$ cat src/rtl/tx_fifo_pkg.sv
package tx_fifo_pkg;
  typedef enum logic [1:0] {
    LVL_EMPTY = 2'b00,
    LVL_HALF  = 2'b01,
    LVL_3Q    = 2'b10,
    LVL_ANY   = 2'b11
  } lvl_code_e;
endpackage

$ cat src/rtl/tx_fifo_store.sv
module tx_fifo_store #(
  parameter int DATA_W    = 8,
  parameter int MAX_DEPTH = 16,
  parameter int PTR_W     = $clog2(MAX_DEPTH),
  parameter int CNT_W     = PTR_W + 1
) (
  input  logic              clk_i,
  input  logic              rst_ni,
  input  logic              clr_i,
  input  logic [CNT_W-1:0]  cap_i,
  input  logic              push_i,
  input  logic              pop_i,
  input  logic [DATA_W-1:0] wdata_i,
  output logic [DATA_W-1:0] rdata_o,
  output logic [CNT_W-1:0]  cnt_o
);
  logic [DATA_W-1:0] mem_q [MAX_DEPTH];
  logic [PTR_W-1:0]  wptr_q, rptr_q, wptr_nx, rptr_nx;
  logic [CNT_W-1:0]  cnt_q;
  logic              do_push, do_pop;

  assign do_push = push_i & (cnt_q < cap_i) & ~clr_i;
  assign do_pop  = pop_i & (cnt_q != '0) & ~clr_i;

  // pointers wrap at the selected capacity, not at MAX_DEPTH
  assign wptr_nx = ({1'b0, wptr_q} == cap_i - 1'b1) ? '0 : wptr_q + 1'b1;
  assign rptr_nx = ({1'b0, rptr_q} == cap_i - 1'b1) ? '0 : rptr_q + 1'b1;

  always_ff @(posedge clk_i or negedge rst_ni) begin
    if (!rst_ni) begin
      wptr_q <= '0;
      rptr_q <= '0;
      cnt_q  <= '0;
    end else if (clr_i) begin
      wptr_q <= '0;
      rptr_q <= '0;
      cnt_q  <= '0;
    end else begin
      if (do_push) wptr_q <= wptr_nx;
      if (do_pop)  rptr_q <= rptr_nx;
      case ({do_push, do_pop})
        2'b10:   cnt_q <= cnt_q + 1'b1;
        2'b01:   cnt_q <= cnt_q - 1'b1;
        default: cnt_q <= cnt_q;
      endcase
    end
  end

  always_ff @(posedge clk_i) begin
    if (do_push) mem_q[wptr_q] <= wdata_i;
  end

  assign rdata_o = mem_q[rptr_q];
  assign cnt_o   = cnt_q;
endmodule

$ cat src/rtl/tx_fifo_thresh.sv
module tx_fifo_thresh
  import tx_fifo_pkg::*;
#(
  parameter int CNT_W = 5
) (
  input  logic [CNT_W-1:0] cap_i,
  input  logic [CNT_W-1:0] free_i,
  input  lvl_code_e        code_i,
  output logic             hit_o
);
  logic [CNT_W-1:0] half_lvl, tq_lvl;

  assign half_lvl = cap_i >> 1;
  assign tq_lvl   = cap_i - (cap_i >> 2);

  always_comb begin
    unique case (code_i)
      LVL_EMPTY: hit_o = (free_i == cap_i);
      LVL_HALF:  hit_o = (free_i >= half_lvl);
      LVL_3Q:    hit_o = (free_i >= tq_lvl);
      default:   hit_o = (free_i != '0);
    endcase
  end
endmodule

$ cat src/rtl/tx_fifo_lvl_irq.sv
module tx_fifo_lvl_irq
  import tx_fifo_pkg::*;
#(
  parameter int DATA_W    = 8,
  parameter int MAX_DEPTH = 16,
  parameter int PTR_W     = $clog2(MAX_DEPTH),
  parameter int CNT_W     = PTR_W + 1
) (
  input  logic              clk_i,
  input  logic              rst_ni,
  input  logic              deep_i,
  input  logic [1:0]        lvl_code_i,
  input  logic              tx_en_i,
  input  logic              wr_en_i,
  input  logic [DATA_W-1:0] wr_data_i,
  input  logic              rd_en_i,
  output logic [DATA_W-1:0] rd_data_o,
  output logic [CNT_W-1:0]  free_o,
  output logic              empty_o,
  output logic              ready_o,
  output logic              irq_o,
  output logic              ovf_o
);
  localparam logic [CNT_W-1:0] CAP_DEEP    = CNT_W'(MAX_DEPTH);
  localparam logic [CNT_W-1:0] CAP_SHALLOW = CNT_W'(MAX_DEPTH / 2);

  logic             deep_q, depth_chg, ovf_q, hit;
  logic [CNT_W-1:0] cap, cnt;

  assign depth_chg = deep_i ^ deep_q;
  assign cap       = deep_q ? CAP_DEEP : CAP_SHALLOW;

  always_ff @(posedge clk_i or negedge rst_ni) begin
    if (!rst_ni) begin
      deep_q <= 1'b0;
      ovf_q  <= 1'b0;
    end else begin
      deep_q <= deep_i;
      ovf_q  <= wr_en_i & (cnt == cap) & ~depth_chg;
    end
  end

  tx_fifo_store #(
    .DATA_W(DATA_W), .MAX_DEPTH(MAX_DEPTH), .PTR_W(PTR_W), .CNT_W(CNT_W)
  ) u_store (
    .clk_i   (clk_i),
    .rst_ni  (rst_ni),
    .clr_i   (depth_chg),
    .cap_i   (cap),
    .push_i  (wr_en_i),
    .pop_i   (rd_en_i),
    .wdata_i (wr_data_i),
    .rdata_o (rd_data_o),
    .cnt_o   (cnt)
  );

  assign free_o  = cap - cnt;
  assign empty_o = (cnt == '0);
  assign ready_o = (cnt != cap);

  tx_fifo_thresh #(.CNT_W(CNT_W)) u_thresh (
    .cap_i  (cap),
    .free_i (free_o),
    .code_i (lvl_code_e'(lvl_code_i)),
    .hit_o  (hit)
  );

  assign irq_o = hit & tx_en_i;
  assign ovf_o = ovf_q;
endmodule

$ cat config.mk
export PLATFORM = sky130hd
export DESIGN_NAME = tx_fifo_lvl_irq
export DESIGN_NICKNAME = d
export VERILOG_FILES = /design/src/rtl/tx_fifo_pkg.sv /design/src/rtl/tx_fifo_store.sv /design/src/rtl/tx_fifo_thresh.sv /design/src/rtl/tx_fifo_lvl_irq.sv
export SDC_FILE = /design/constraint.sdc
export NUM_CORES = 1
export LEC_CHECK = 0
export BUFFER_PORTS_ARGS = -buffer_cell sky130_fd_sc_hd__buf_4
export CAP_MARGIN = 15
export CORE_MARGIN = 10
export CORE_UTILIZATION = 45
export DETAILED_ROUTE_END_ITERATION = 10
export GPL_ROUTABILITY_DRIVEN = 1
export GPL_TIMING_DRIVEN = 0
export PLACE_DENSITY = 0.74
export SLEW_MARGIN = 10
export SYNTH_ARGS = -nofsm -noshare
export SYNTH_HDL_FRONTEND = slang
export SYNTH_HIERARCHICAL = 1
export SYNTH_SLANG_ARGS = --single-unit
$ cat constraint.sdc
create_clock -name clk_i -period 3.2 [get_ports clk_i]
set_input_delay 0.64 -clock clk_i [delete_from_list [all_inputs] [get_ports clk_i]]
set_output_delay 0.64 -clock clk_i [all_outputs]
set_load 0.02 [all_outputs]
Word-level counts from Yosys, hierarchy flattened
Memory sizes are Yosys's and may differ from the RTL's.
Index checks and enable logic that the tools add are counted.
{"block": "totals", "reg_bits": 15, "latchBits": 0, "ramBits": 128, "rom_bits": 0, "input_bits": 16, "output_inout_bits": 17, "elab_cells": 53, "n_memories": 1}
{"name": "u_store.mem_q", "words": 16, "word_bits": 8, "rd": 1, "rd_ports_with_merged_regs": 0, "write_ports": 1, "line_no": "tx_fifo_store.sv:17", "source": "logic [DATA_W-1:0] mem_q [MAX_DEPTH];"}
{"block": "op_classes", "addsub": 7, "mul": 0, "n_div": 0, "order_cmp": 3, "n_eq_ne": 9, "shift": 0, "muxes": 12, "bitwise": 9, "reduce_logical": 7}
{"operator": "$mux 4", "count": 6}
{"operator": "$eq 4x5->1", "count": 2}
{"operator": "$eq 5x5->1", "count": 2}
{"operator": "$mux 5", "count": 2}
{"operator": "$pmux 5 s2", "count": 1}
{"operator": "$reduce_bool 5->1", "count": 2}
{"operator": "$sub 5x1->5 const B", "count": 2}
{"operator": "$add 4x1->4 const B", "count": 2}
{"operator": "$and 1x1->1", "count": 7}
{"operator": "$add 5x1->5 const B", "count": 1}
{"operator": "$ge 5x4->1", "count": 1}
{"operator": "$ge 5x5->1", "count": 1}
{"operator": "$logic_not 5->1", "count": 1}
{"operator": "$lt 5x5->1", "count": 1}
{"operator": "$ne 5x5->1", "count": 1}
{"operator": "$sub 5x3->5", "count": 1}
{"operator": "$sub 5x5->5", "count": 1}
{"operator": "$eq 2x1->1 const B", "count": 2}
{"operator": "$eq 2x2->1 const B", "count": 2}
{"operator": "$reduce_bool 2->1", "count": 2}
{"operator": "$pmux 1 s3", "count": 1}
{"operator": "$reduce_bool 3->1", "count": 1}
{"operator": "$logic_not 2->1", "count": 1}
{"operator": "$mux 1", "count": 2}
{"operator": "other kinds (2)", "count": 2}

Longest topological paths before layout
Gate-level depths: netlist of the first run.
{"block": "logic_depth", "word_depth": 7, "mapped_depth": 15, "mapped_depth_nobuf": 15}

Modules after synthesis
The synthesis of the first run kept the hierarchy.
{"module": "tx_fifo_store", "n_inst": 1, "cells_per_inst": 390, "area_per_inst_um2": 6134.6, "seq_area_each_um2": 4169.0}
{"module": "tx_fifo_thresh", "n_inst": 1, "cells_per_inst": 53, "area_per_inst_um2": 419.2, "seq_area_each_um2": 0.0}
{"module": "tx_fifo_lvl_irq", "n_inst": 1, "cells_per_inst": 22, "area_per_inst_um2": 201.4, "seq_area_each_um2": 50.0}

Worst setup path after synthesis of the first run
Ideal clock, no wire load.
{"block": "synth_path", "path_type": "reg2out", "start": "reg deep_q", "end": "out irq_o", "arrival_ns": 2.594, "required_time_ns": 2.560, "slack_ns": -0.034, "path_stages_with_launch": 11, "n_path_buf": 0, "cell_sequence": "dfrtp_1 -> inv_1 -> ha_1 -> a21oi_1 -> xnor2_1 -> ha_1 -> nand2_1 -> nand3_1 -> a31oi_1 -> a211oi_2 -> and2_1"}
{"block": "synth_via", "elab_chain_cells": 5, "word_cells_on_any_way": 9, "cone_classes": "2 x add/sub; 2 x order compare; 1 x eq/ne; 2 x mux; 1 x bitwise; 1 x reduce/logical"}
{"element": "from (decl)", "line_no": "tx_fifo_lvl_irq.sv:27", "source": "logic deep_q, depth_chg, ovf_q, hit;"}
{"element": "from (signal assigned)", "line_no": "tx_fifo_lvl_irq.sv:38", "source": "deep_q <= deep_i;"}
{"element": "$mux 5 (*)", "line_no": "tx_fifo_lvl_irq.sv:31", "source": "assign cap = deep_q ? CAP_DEEP : CAP_SHALLOW;"}
{"element": "via cap[3]", "line_no": "tx_fifo_lvl_irq.sv:28", "source": "logic [CNT_W-1:0] cap, cnt;"}
{"element": "$sub 5x5->5 (*)", "line_no": "tx_fifo_lvl_irq.sv:57", "source": "assign free_o = cap - cnt;"}
{"element": "via free_o[4]", "line_no": "tx_fifo_lvl_irq.sv:18", "source": "output logic [CNT_W-1:0] free_o,"}
{"element": "$ge 5x5->1 (tied with other cells)", "line_no": "tx_fifo_thresh.sv:20", "source": "LVL_3Q: hit_o = (free_i >= tq_lvl);"}
{"element": "$pmux 1 s3 (*)", "line_no": "tx_fifo_thresh.sv:17", "source": "unique case (code_i)"}
{"element": "via hit", "line_no": "tx_fifo_lvl_irq.sv:27"}
{"element": "$and 1x1->1 (*)", "line_no": "tx_fifo_lvl_irq.sv:68", "source": "assign irq_o = hit & tx_en_i;"}
{"element": "to (decl)", "line_no": "tx_fifo_lvl_irq.sv:21", "source": "output logic irq_o,"}
Mark *: on every way through the listed nets, which the timed path passes. The rest lies on a longest branch.

Final worst setup path of the first run
{"block": "layout_path", "start": "reg deep_q", "end": "out irq_o"}
{"block": "layout_via", "elab_chain_cells": 5, "word_cells_on_any_way": 9, "cone_classes": "2 x add/sub; 2 x order compare; 1 x eq/ne; 2 x mux; 1 x bitwise; 1 x reduce/logical"}
{"element": "$mux 5 (*)", "line_no": "tx_fifo_lvl_irq.sv:31"}
{"element": "via cap[3]", "line_no": "tx_fifo_lvl_irq.sv:28"}
{"element": "$sub 5x5->5 / $sub 5x3->5 (equally long branches)", "line_no": "tx_fifo_lvl_irq.sv:57, tx_fifo_thresh.sv:14"}
{"element": "$ge 5x5->1 (tied with other cells)", "line_no": "tx_fifo_thresh.sv:20"}
{"element": "$pmux 1 s3 (*)", "line_no": "tx_fifo_thresh.sv:17"}
{"element": "via hit", "line_no": "tx_fifo_lvl_irq.sv:27"}
{"element": "$and 1x1->1 (*)", "line_no": "tx_fifo_lvl_irq.sv:68"}
Marked as above.

==> impl_metrics.py, run 1 <==
metrics = {
    "grt": {
        "overflow": 0,
        "grt_pass1_vias": 4115,
        "grt_pass1_wl_um": 23470,
        "grt_usage_pct": 15.42,
        "antenna_found_initial": 0,
        "grt_start_max_net_pins": 17,
    },
    "placement": {
        "port_buffers": 32,
        "place_congestion": 0.8510,
        "placed_cell_area_um2": 7331,
        "post-place-ws_ns": -0.2850,
        "dp_hpwl_um": 10140,
    },
    "sta": {
        "final.setup.tns_ns": -0.1376,
        "tightestPinTransition_ns": 0.7752,
        "finalSetupViolCount": 1,
        "grt_setup_unrepaired": "yes",
        "finalHoldViolations": 0,
        "fin_worst_skew_ns": 0.005143,
        "worst_slack_ns": -0.1376,
        "slew_headroom_pct": 48.13,
        "min_period_ns": 3.338,
        "final_max_slew_viol_count": 0,
        "finalCritPeriodShare_pct": 104.3,
        "fmax_ghz": 0.2996,
    },
    "pwr": {
        "internal_power_mw": 4.178,
        "finalPower_mw": 6.189,
        "pwr-share-comb_pct": 35.2,
        "swShare_pct": 32.49,
        "ir_drop_mv": 0.4718,
        "p_per_area_nw_per_um2": 761.5,
        "seq_power_share_pct": 35.6,
        "clock_power_share_pct": 29.2,
        "p_leak_nw": 2.909,
        "power.switching_mw": 2.011,
    },
    "yosys": {
        "synth_common_cells": "edfxtp_1, ha_1, mux2i_1, inv_1, o21ai_0",
        "synth_edf_count": 128,
        "synth_top_area_share_pct": 56.90,
        "synth-seq-area-share_pct": 62.46,
        "post_synth_inst_count": 465,
        "async_flop_share_pct": 10.49,
        "ys.flop_type": "edfxtp_1",
        "yosysTopAreaCell": "edfxtp_1",
        "synth_most_common_cell": "edfxtp_1",
        "synth.ff_latch_count": 143,
        "synth_cell_type_count": 49,
        "yosysWarningCount": 6,
        "synth.avg_cell_area_um2": 14.53,
        "ys_top_cells_by_area": "edfxtp_1, dfrtp_1, mux4_2, ha_1, mux2i_1",
        "synth_area_um2": 6755,
    },
    "die": {
        "start_util_pct": 46.13,
        "fp.dieArea_um2": 20310,
        "dieHeight_um": 142.5,
        "io-pin-count": 33,
        "core-area_um2": 14640,
        "row_count": 44,
        "die_w_um": 142.5,
    },
    "clock_network": {
        "htreeDepth": 4,
        "cts_tree": "yes",
        "hold_buffers": 0,
        "cts.sinks": 143,
        "cts_buffers": 17,
        "insertion_delay_ns": 0.41,
        "clkTransAtPathRegs_ns": 0.06,
        "ctsLongestPathBuffers": 2,
        "ctsRootBufferMaster": "clkbuf_16",
    },
    "critical_path": {
        "crit_type": "register to output pin",
        "crit_path_end_kind": "output pin",
        "arrival_ns": 2.70,
        "critPathLaunchType": "register",
        "required_ns": 2.56,
        "critPathMaxFanout": 5,
    },
    "status": {
        "outcome": "finished, violations left",
        "violations": "negative setup slack",
    },
    "cells_and_area": {
        "final_area_um2": 8127,
        "num_antenna_cells": 0,
        "fin_nets": 600,
        "drive_above_1_share_pct": 26.41,
        "area_delta_synth_final_pct": 20.30,
    },
    "drt": {
        "dr.first_iter.drc_count": 399,
        "drt_first_pass_iters": 5,
        "drtAntennaViolNets": 0,
        "drcViolationCount": 0,
        "wl_per_cell_um": 20.30,
        "vias_per_cell": 5.584,
        "dr_total_vias": 4199,
        "wl_um": 15270,
    },
    "hold_path": {
        "hold_class": "primary input to async pin",
    },
    "job": {
        "max_cap_violations": 0,
    },
}
[registers in the layout, indices dropped and copies added (netlist names)]
signal	cells
u_store/rptr_q	4
ovf_o	1
u_store/wptr_q	4
deep_q	1
u_store/cnt_o	5
u_store/mem_q	128
[power groups by stage]
| stage | logic [mW] | registers, mW | clock network [mW] |
|---|---|---|---|
| finish | 2.18 | 2.20 | 1.81 |
| global route | 2.37 | 2.21 | 1.92 |
| CTS | 2.07 | 2.20 | 1.83 |
| detailed placement | 1.98 | 2.25 | 0 |
| global placement | 1.92 | 2.24 | 0 |
| floorplan | 1.41 | 2.23 | 0 |
[area by class of cell]
type                       count  area, um2
fill                        1143       6518
sequential                   143       4224
multi-input combinational    299       2559
clock buffer                  20      436.7
timing repair buffer          51      379.1
tap                          184      230.2
clock inverter                12      110.1
buffer                        19      93.84
inverter                      24      93.84
[cells by family (layout without fill, tap and decap cells)]
kind of cell | after synthesis | count (layout) | synth area share (%)
buffers and inverters | 43 | 126 | 2.500
AOI/OAI and AO/OA | 72 | 72 | 7.001
xor gates and xnor gates | 28 | 28 | 3.853
muxes | 51 | 51 | 10.67
DFF | 143 | 143 | 62.46
and+or+nand+nor | 98 | 98 | 7.872
adders and majority gates | 29 | 29 | 5.594
other | 1 | 21 | 0.05551
[per-layer routing]
| metal | global-route usage, % | share of wire, % |
|---|---|---|
| met1 | 18.16 | 39 |
| met2 | 26.80 | 53 |
| met3 | 3.838 | 6.3 |
| met4 | 5.483 | 1.7 |
| met5 | 0 | 0 |
[metrics by stage]
stage                     instances  hold WS [ns]  util, %
after floorplan                 485        0.3444        -
after global placement          701        0.5117    49.91
after detailed placement        705        0.5129    50.06
after CTS                       743       0.07157    54.54
after global routing            752       0.07377    55.49
final                           752       0.07792    55.49
[final timing paths]
check,endpoint,slack (ns),depth (start not counted),start
worst max-delay path,irq_o,-0.14,12,deep_q$_DFF_PN0_
worst min-delay path,u_store/cnt_o[3]$_DFFE_PN0P_,0.08,1,rst_ni
worst max register to register,u_store/cnt_o[4]$_DFFE_PN0P_,0.18,14,u_store/cnt_o[1]$_DFFE_PN0P_
worst min register to register,u_store/wptr_q[1]$_DFFE_PN0P_,0.66,2,u_store/wptr_q[1]$_DFFE_PN0P_
max in group asynchronous,u_store/cnt_o[1]$_DFFE_PN0P_,2.92,1,rst_ni
min in group clk_i,deep_q$_DFF_PN0_,0.34,1,deep_i
[worst max-delay path, cell delays in order, from the launching register on]
cell and delay, ns:
dfrtp_2 0.44, clkinvlp_4 0.15, buf_6 0.13, inv_1 0.05, ha_1 0.26, a21o_1 0.16
a21oi_2 0.13, xnor2_1 0.13, ha_1 0.26, a31oi_2 0.20, a211oi_2 0.05, and2_1 0.16
buf_4 0.15
[cell usage in the layout (no fill, tap or decap), types with 3 or more instances in the layout]
master / Yosys / final
ha_1: 27 / 24
nand3b_1: 6 / 6
dfrtp_1: 15 / 11
xnor2_1: 15 / 13
buf_2: 6 / 5
nand2_1: 20 / 20
clkbuf_1: 12 / 11
clkbuf_2: 0 / 4
conb_1: 1 / 21
a21oi_1: 20 / 18
xor2_1: 11 / 11
nand3_1: 8 / 8
buf_4: 0 / 49
mux4_2: 16 / 16
a221oi_1: 8 / 8
nand2b_1: 6 / 6
o21ai_0: 21 / 20
a22oi_1: 8 / 8
inv_1: 24 / 23
mux2i_1: 27 / 27
nor3_2: 3 / 6
nor2b_1: 6 / 6
nor2_1: 20 / 13
and2_1: 3 / 3
mux2_2: 8 / 8
o21a_1: 3 / 3
nor3_1: 12 / 8
nor3b_1: 4 / 4
nor2_2: 0 / 6
clkinvlp_4: 0 / 4
edfxtp_1: 128 / 128
clkbuf_16: 0 / 17
inv_6: 0 / 3
dfrtp_2: 0 / 4
xnor2_2: 2 / 4
[repair_timing]
action                                  CTS  global route
endpoints found under the setup margin  119           114
pin swaps                                 3             7
setup buffers                             6             9
gates resized for setup                  17            24
Power figures use the tool's default switching activity.
==> run 2, diff against run 1 <==
- CTS_BUF_LIST: default -> sky130_fd_sc_hd__clkbuf_8
- HOLD_SLACK_MARGIN: default -> 0.08
==> run 2 against run 1 <==
Against the previous run:
- the run still ends with negative setup slack left
- critical path depth unchanged
- combinational power barely moved
- flip-flop and latch count stayed put
- critical path type unchanged
==> impl_metrics.py, run 2 (same netlist as run 1, synthesis figures left out) <==
metrics = {
    "sta": {
        "final_max_slew_viol_count": 0,
        "tightestPinTransition_ns": 0.6558,
        "min_period_ns": 3.329,
        "fmax_ghz": 0.3004,
        "finalHoldViolations": 0,
        "slew_headroom_pct": 56.13,
        "grt_setup_unrepaired": "yes",
        "worst_slack_ns": -0.1293,
        "finalCritPeriodShare_pct": 104.0,
        "final.setup.tns_ns": -0.1293,
        "finalSetupViolCount": 1,
        "fin_worst_skew_ns": 0.009080,
    },
    "cells_and_area": {
        "area_delta_synth_final_pct": 18.76,
        "instances_no_fill": 758,
        "most-common-layout-cells": "edfxtp_1, buf_4, mux2i_1, inv_1, ha_1",
        "final_core_util_pct": 54.78,
        "nFillCells": 1163,
        "layout_commonest_cell": "edfxtp_1",
        "drive_above_1_share_pct": 28.05,
        "largest-register": "u_store/mem_q",
        "fin_nets": 606,
        "largest_reg_flops": 128,
        "num_antenna_cells": 0,
        "final-seq-area_um2": 4223,
        "multi_input_area_um2": 2592,
    },
    "clock_network": {
        "clkTransAtPathRegs_ns": 0.08,
        "cts_buffers": 17,
        "ctsRootBufferMaster": "clkbuf_8",
        "cts.sinks": 143,
        "insertion_delay_ns": 0.43,
        "cts_tree": "yes",
        "htreeDepth": 4,
        "ctsLongestPathBuffers": 2,
    },
    "placement": {
        "dp_cells": 705,
        "port_buffers": 32,
        "place_congestion": 0.8510,
        "dp_hpwl_um": 10140,
    },
    "grt": {
        "grtUsageMet2_pct": 25.47,
        "grt_pass1_vias": 4059,
        "use_met1_pct": 17.56,
        "grt_use_met3_pct": 3.405,
        "top_usage_layer": "met2",
        "grt_start_max_net_pins": 17,
        "grt_usage_pct": 14.68,
        "grt_pass1_wl_um": 22620,
        "overflow": 0,
        "antenna_found_initial": 0,
    },
    "status": {
        "violations": "negative setup slack",
        "outcome": "finished, violations left",
    },
    "drt": {
        "wl_um": 14870,
        "drt_first_pass_iters": 5,
        "drcViolationCount": 0,
        "drtAntennaViolNets": 0,
        "vias_per_cell": 5.479,
        "dr.first_iter.drc_count": 339,
        "dr_total_vias": 4153,
        "wl_per_cell_um": 19.62,
    },
    "critical_path": {
        "crit_path_end_kind": "output pin",
        "critPathLaunchType": "register",
        "arrival_ns": 2.69,
        "required_ns": 2.56,
        "critPathMaxFanout": 4,
        "crit_type": "register to output pin",
    },
    "pwr": {
        "clock_power_share_pct": 22.3,
        "power.switching_mw": 1.934,
        "internal_power_mw": 3.729,
        "swShare_pct": 34.16,
        "pwr-share-comb_pct": 38.9,
        "p_leak_nw": 2.853,
        "p_per_area_nw_per_um2": 705.8,
        "ir_drop_mv": 0.3348,
        "finalPower_mw": 5.663,
        "seq_power_share_pct": 38.8,
    },
    "die": {
        "io-pin-count": 33,
        "dieHeight_um": 142.5,
        "row_count": 44,
        "core-area_um2": 14640,
        "die_w_um": 142.5,
        "fp.dieArea_um2": 20310,
        "start_util_pct": 46.13,
    },
    "job": {
        "max_cap_violations": 0,
    },
    "hold_path": {
        "hold_class": "primary input to register",
    },
}
==> run 2: changes by cell type in the layout (fill, tap and decap cells not counted), sizes merged <==
cell,previous run,this run
buf,56,61
clkbuf,34,31
inv,26,29
dlygate4sd3,0,1
==> run 2: repair_timing <==
action,CTS,global route
pin swaps,3,9
buffers inserted,7,13
hold endpoints to repair,15,0
resized for setup,23,27
hold buffers,1,0
setup endpoints to repair,119,125
==> run 2: area by class of cell <==
| type | count | share of cell area, % |
|---|---|---|
| timing repair buffer | 57 | 5.365 |
| clock inverter | 15 | 1.513 |
| multi-input combinational | 299 | 32.31 |
| sequential | 143 | 52.64 |
| clock buffer | 17 | 2.916 |
| inverter | 24 | 1.170 |
| tap | 184 | 2.870 |
| buffer | 19 | 1.216 |
==> run 2: worst paths after layout <==
check                                               from                             to  slack (ns)  cells past startpoint
max in group asynchronous                         rst_ni   u_store/cnt_o[1]$_DFFE_PN0P_        2.39                      2
min reg2reg                u_store/wptr_q[1]$_DFFE_PN0P_  u_store/wptr_q[1]$_DFFE_PN0P_        0.66                      2
max                                     deep_q$_DFF_PN0_                          irq_o       -0.13                     12
max reg2reg                             deep_q$_DFF_PN0_  u_store/mem_q[1][3]$_DFFE_PP_        0.10                     12
min                                               deep_i               deep_q$_DFF_PN0_        0.32                      1
min in group asynchronous                         rst_ni                ovf_o$_DFF_PN0_        0.61                      2
==> run 2: stage by stage <==
step / area, um2 / setup slack [ns] / hold WS [ns]
2_1_floorplan: 6838 / 0.06571 / 0.3444
6_report: 8023 / -0.1293 / 0.3231
5_1_grt: 8023 / -0.2908 / 0.2978
4_1_cts: 7831 / -0.2178 / 0.2924
3_5_place_dp: 7331 / -0.2850 / 0.5129
3_3_place_gp: 7308 / -0.3347 / 0.5117
==> run 2: power groups by stage <==
stage	combinational (mW)	sequential [mW]	clock (mW)
after floorplan	1.41	2.23	0
after global routing	2.39	2.20	1.37
after CTS	2.07	2.20	1.29
after detailed placement	1.98	2.25	0
after global placement	1.92	2.24	0
final	2.20	2.20	1.26
==> run 2: layer usage <==
layer	vias up	wire (um)	share of wire (%)
met5	-	0	0
met4	0	240	1.6
met3	22	680	4.6
met2	126	7844	53
met1	2073	6108	41
li1	1932	-	-
==> run 2: worst max-delay path, cell delays in order, from the launching register on <==
cell	delay, ns
dfrtp_2	0.44
clkinvlp_4	0.14
buf_6	0.13
inv_1	0.05
ha_1	0.26
a21o_1	0.16
a21oi_2	0.13
xnor2_1	0.13
ha_1	0.26
a31oi_2	0.20
a211oi_2	0.05
and2_1	0.17
buf_6	0.13
==> run 3, diff against run 2 <==
- CAP_MARGIN: 15 -> default
- CORE_UTILIZATION: 45 -> 40
- PLACE_DENSITY: 0.74 -> 0.68
==> run 3 against run 2 <==
Against the previous run:
- the run still ends with negative setup slack left
- flip-flop and latch count is the same
- register-to-register slack worse by 0.07 ns
- combinational power rose by 5%
- total power rose by 2.4%
- utilization fell by 5.6 points
- setup slack worse by 0.10 ns
- largest cell class unchanged
==> impl_metrics.py, run 3 (same netlist as run 1, synthesis figures left out) <==
metrics = {
    "placement": {
        "place_congestion": 0.8243,
        "port_buffers": 32,
        "dp_hpwl_um": 10040,
    },
    "drt": {
        "highest_layer": "met4",
        "wl_um": 15190,
        "drt_first_pass_iters": 4,
        "vias_per_cell": 5.235,
        "dr_total_vias": 4136,
        "met3WireLength_um": 724,
        "drcViolationCount": 0,
        "wl_per_cell_um": 19.23,
        "drtAntennaViolNets": 0,
        "drt-met1-wl_um": 6393,
        "dr.first_iter.drc_count": 364,
        "wl_met2_um": 7866,
    },
    "die": {
        "fp.dieArea_um2": 22490,
        "die_w_um": 150.0,
        "dieHeight_um": 150.0,
        "io-pin-count": 33,
        "core-area_um2": 16580,
        "row_count": 47,
        "start_util_pct": 40.73,
    },
    "critical_path": {
        "crit_path_end_kind": "output pin",
        "path_cells": "clkinvlp_4 -> fa_2 -> nor2b_2 -> nor3_2 -> xnor2_1 -> ha_1 -> nand2_1 -> nand3_2 -> a31oi_2 -> a211oi_2 -> and2_1 -> buf_6",
        "required_ns": 2.56,
        "max_stage_delay_ns": 0.43,
        "reg2regPathDepth": 18,
        "critPathMaxFanout": 5,
        "regToRegSetupSlack_ns": 0.03,
        "cp_num_buf_inv": 2,
        "worstReg2RegEnd": "u_store/cnt_o[4]$_DFFE_PN0P_",
        "critPathLaunchType": "register",
        "crit_type": "register to output pin",
        "crit_start": "deep_q$_DFF_PN0_",
        "cp_slowest_cell": "dfrtp_2",
        "arrival_ns": 2.79,
        "r2r_start": "deep_q$_DFF_PN0_",
        "critPathTopFamily": "adder cells",
    },
    "clock_network": {
        "cts.sinks": 143,
        "htreeDepth": 4,
        "ctsRootBufferMaster": "clkbuf_8",
        "insertion_delay_ns": 0.44,
        "cts_tree": "yes",
        "clkTransAtPathRegs_ns": 0.08,
        "ctsLongestPathBuffers": 2,
        "cts_buffers": 17,
    },
    "hold_path": {
        "min_path_cells": 1,
        "min-delay-start": "deep_i",
        "hold_class": "primary input to register",
        "whs_endpoint": "deep_q$_DFF_PN0_",
    },
    "cells_and_area": {
        "layout_commonest_cell": "edfxtp_1",
        "fin_nets": 602,
        "largest_reg_flops": 128,
        "area_delta_synth_final_pct": 20.74,
        "largest-register": "u_store/mem_q",
        "num_antenna_cells": 0,
        "most-common-layout-cells": "edfxtp_1, buf_4, mux2i_1, inv_1, ha_1",
        "drive_above_1_share_pct": 29.12,
    },
    "grt": {
        "grt_pass1_wl_um": 22970,
        "grt_pass1_vias": 4095,
        "overflow": 0,
        "antenna_found_initial": 0,
        "grt_usage_pct": 13.43,
        "grt_start_max_net_pins": 17,
    },
    "pwr": {
        "p_per_area_nw_per_um2": 711.1,
        "power.switching_mw": 2.009,
        "pwr-share-comb_pct": 39.7,
        "p_leak_nw": 2.845,
        "clock_power_share_pct": 22.3,
        "seq_power_share_pct": 38.0,
        "swShare_pct": 34.64,
        "internal_power_mw": 3.791,
        "ir_drop_mv": 0.3139,
    },
    "sta": {
        "grt_setup_unrepaired": "yes",
        "tightestPinTransition_ns": 0.6897,
        "fin_worst_skew_ns": 0.01274,
        "final.setup.tns_ns": -0.2323,
        "min_period_ns": 3.432,
        "finalHoldViolations": 0,
        "holdWs_ns": 0.3157,
        "finalSetupViolCount": 1,
        "finalCritPeriodShare_pct": 107.3,
        "slew_headroom_pct": 54.02,
        "worst_slack_ns": -0.2323,
        "final_max_slew_viol_count": 0,
        "fmax_ghz": 0.2913,
    },
    "status": {
        "violations": "negative setup slack",
        "outcome": "finished, violations left",
    },
    "job": {
        "max_cap_violations": 0,
    },
}
==> run 3: metrics by stage <==
step	setup slack (ns)	total power, mW	cell area (um2)	instances	utilization, %
floorplan	0.06571	3.639	6838	485	-
global placement	-0.3724	4.178	7353	737	44.34
detailed placement	-0.5723	4.240	7353	737	44.34
CTS	-0.3994	5.553	7791	773	46.98
global route	-0.4039	6.115	8157	790	49.19
finish	-0.2323	5.800	8157	790	49.19
==> run 3: metal layers <==
metal | up-vias | GRT usage [%]
li1 | 1922 | -
met1 | 2094 | 16.56
met2 | 102 | 22.34
met3 | 18 | 2.687
met4 | 0 | 6.025
met5 | - | 0
==> run 3: worst reg2reg max path: stages (launching register included) <==
cell and delay, ns:
dfrtp_2 0.43, clkinvlp_4 0.19, buf_4 0.18, buf_6 0.11
inv_1 0.05, ha_1 0.14, nand2_1 0.05, nand3b_1 0.12
a31oi_4 0.06, buf_4 0.16, or3_4 0.39, inv_4 0.08
ha_4 0.20, nor2b_1 0.13, o21a_1 0.19, o21a_1 0.17
mux2i_1 0.17, xor2_1 0.16, nor2_1 0.07
==> run 3: timing repair <==
item,4_1_cts,5_1_grt
pin swaps,0,15
gates cloned,0,0
hold buffers,1,0
resized for setup,17,54
endpoints found under the setup margin,138,120
setup buffers,3,17
hold endpoints to repair,15,0
==> run 3: layout make-up <==
cell class | instances | area (um2)
flip-flops and latches | 143 | 4224
fillers | 1414 | 8427
multi-input cells | 299 | 2686
plain buffers | 19 | 97.59
clock inverters | 15 | 118.9
well taps | 220 | 275.3
repair buffers | 53 | 424.2
inverters | 24 | 96.34
clock buffers | 17 | 234.0
==> run 3: worst max-delay path by stage <==
stage | endpoint | slack (ns) | cells after the start
after floorplan | irq_o | 0.07 | 9
after global placement | u_store/mem_q[1][7]$_DFFE_PP_ | -0.37 | 9
after detailed placement | u_store/mem_q[2][7]$_DFFE_PP_ | -0.57 | 9
after CTS | irq_o | -0.40 | 14
after global routing | irq_o | -0.40 | 12
final | irq_o | -0.23 | 12
==> run 3: power groups by stage <==
stage / clock network [mW] / registers [mW] / logic, mW
after floorplan: 0 / 2.23 / 1.41
after global placement: 0 / 2.24 / 1.93
after detailed placement: 0 / 2.25 / 1.99
after CTS: 1.32 / 2.21 / 2.02
after global routing: 1.40 / 2.21 / 2.50
final: 1.29 / 2.20 / 2.31
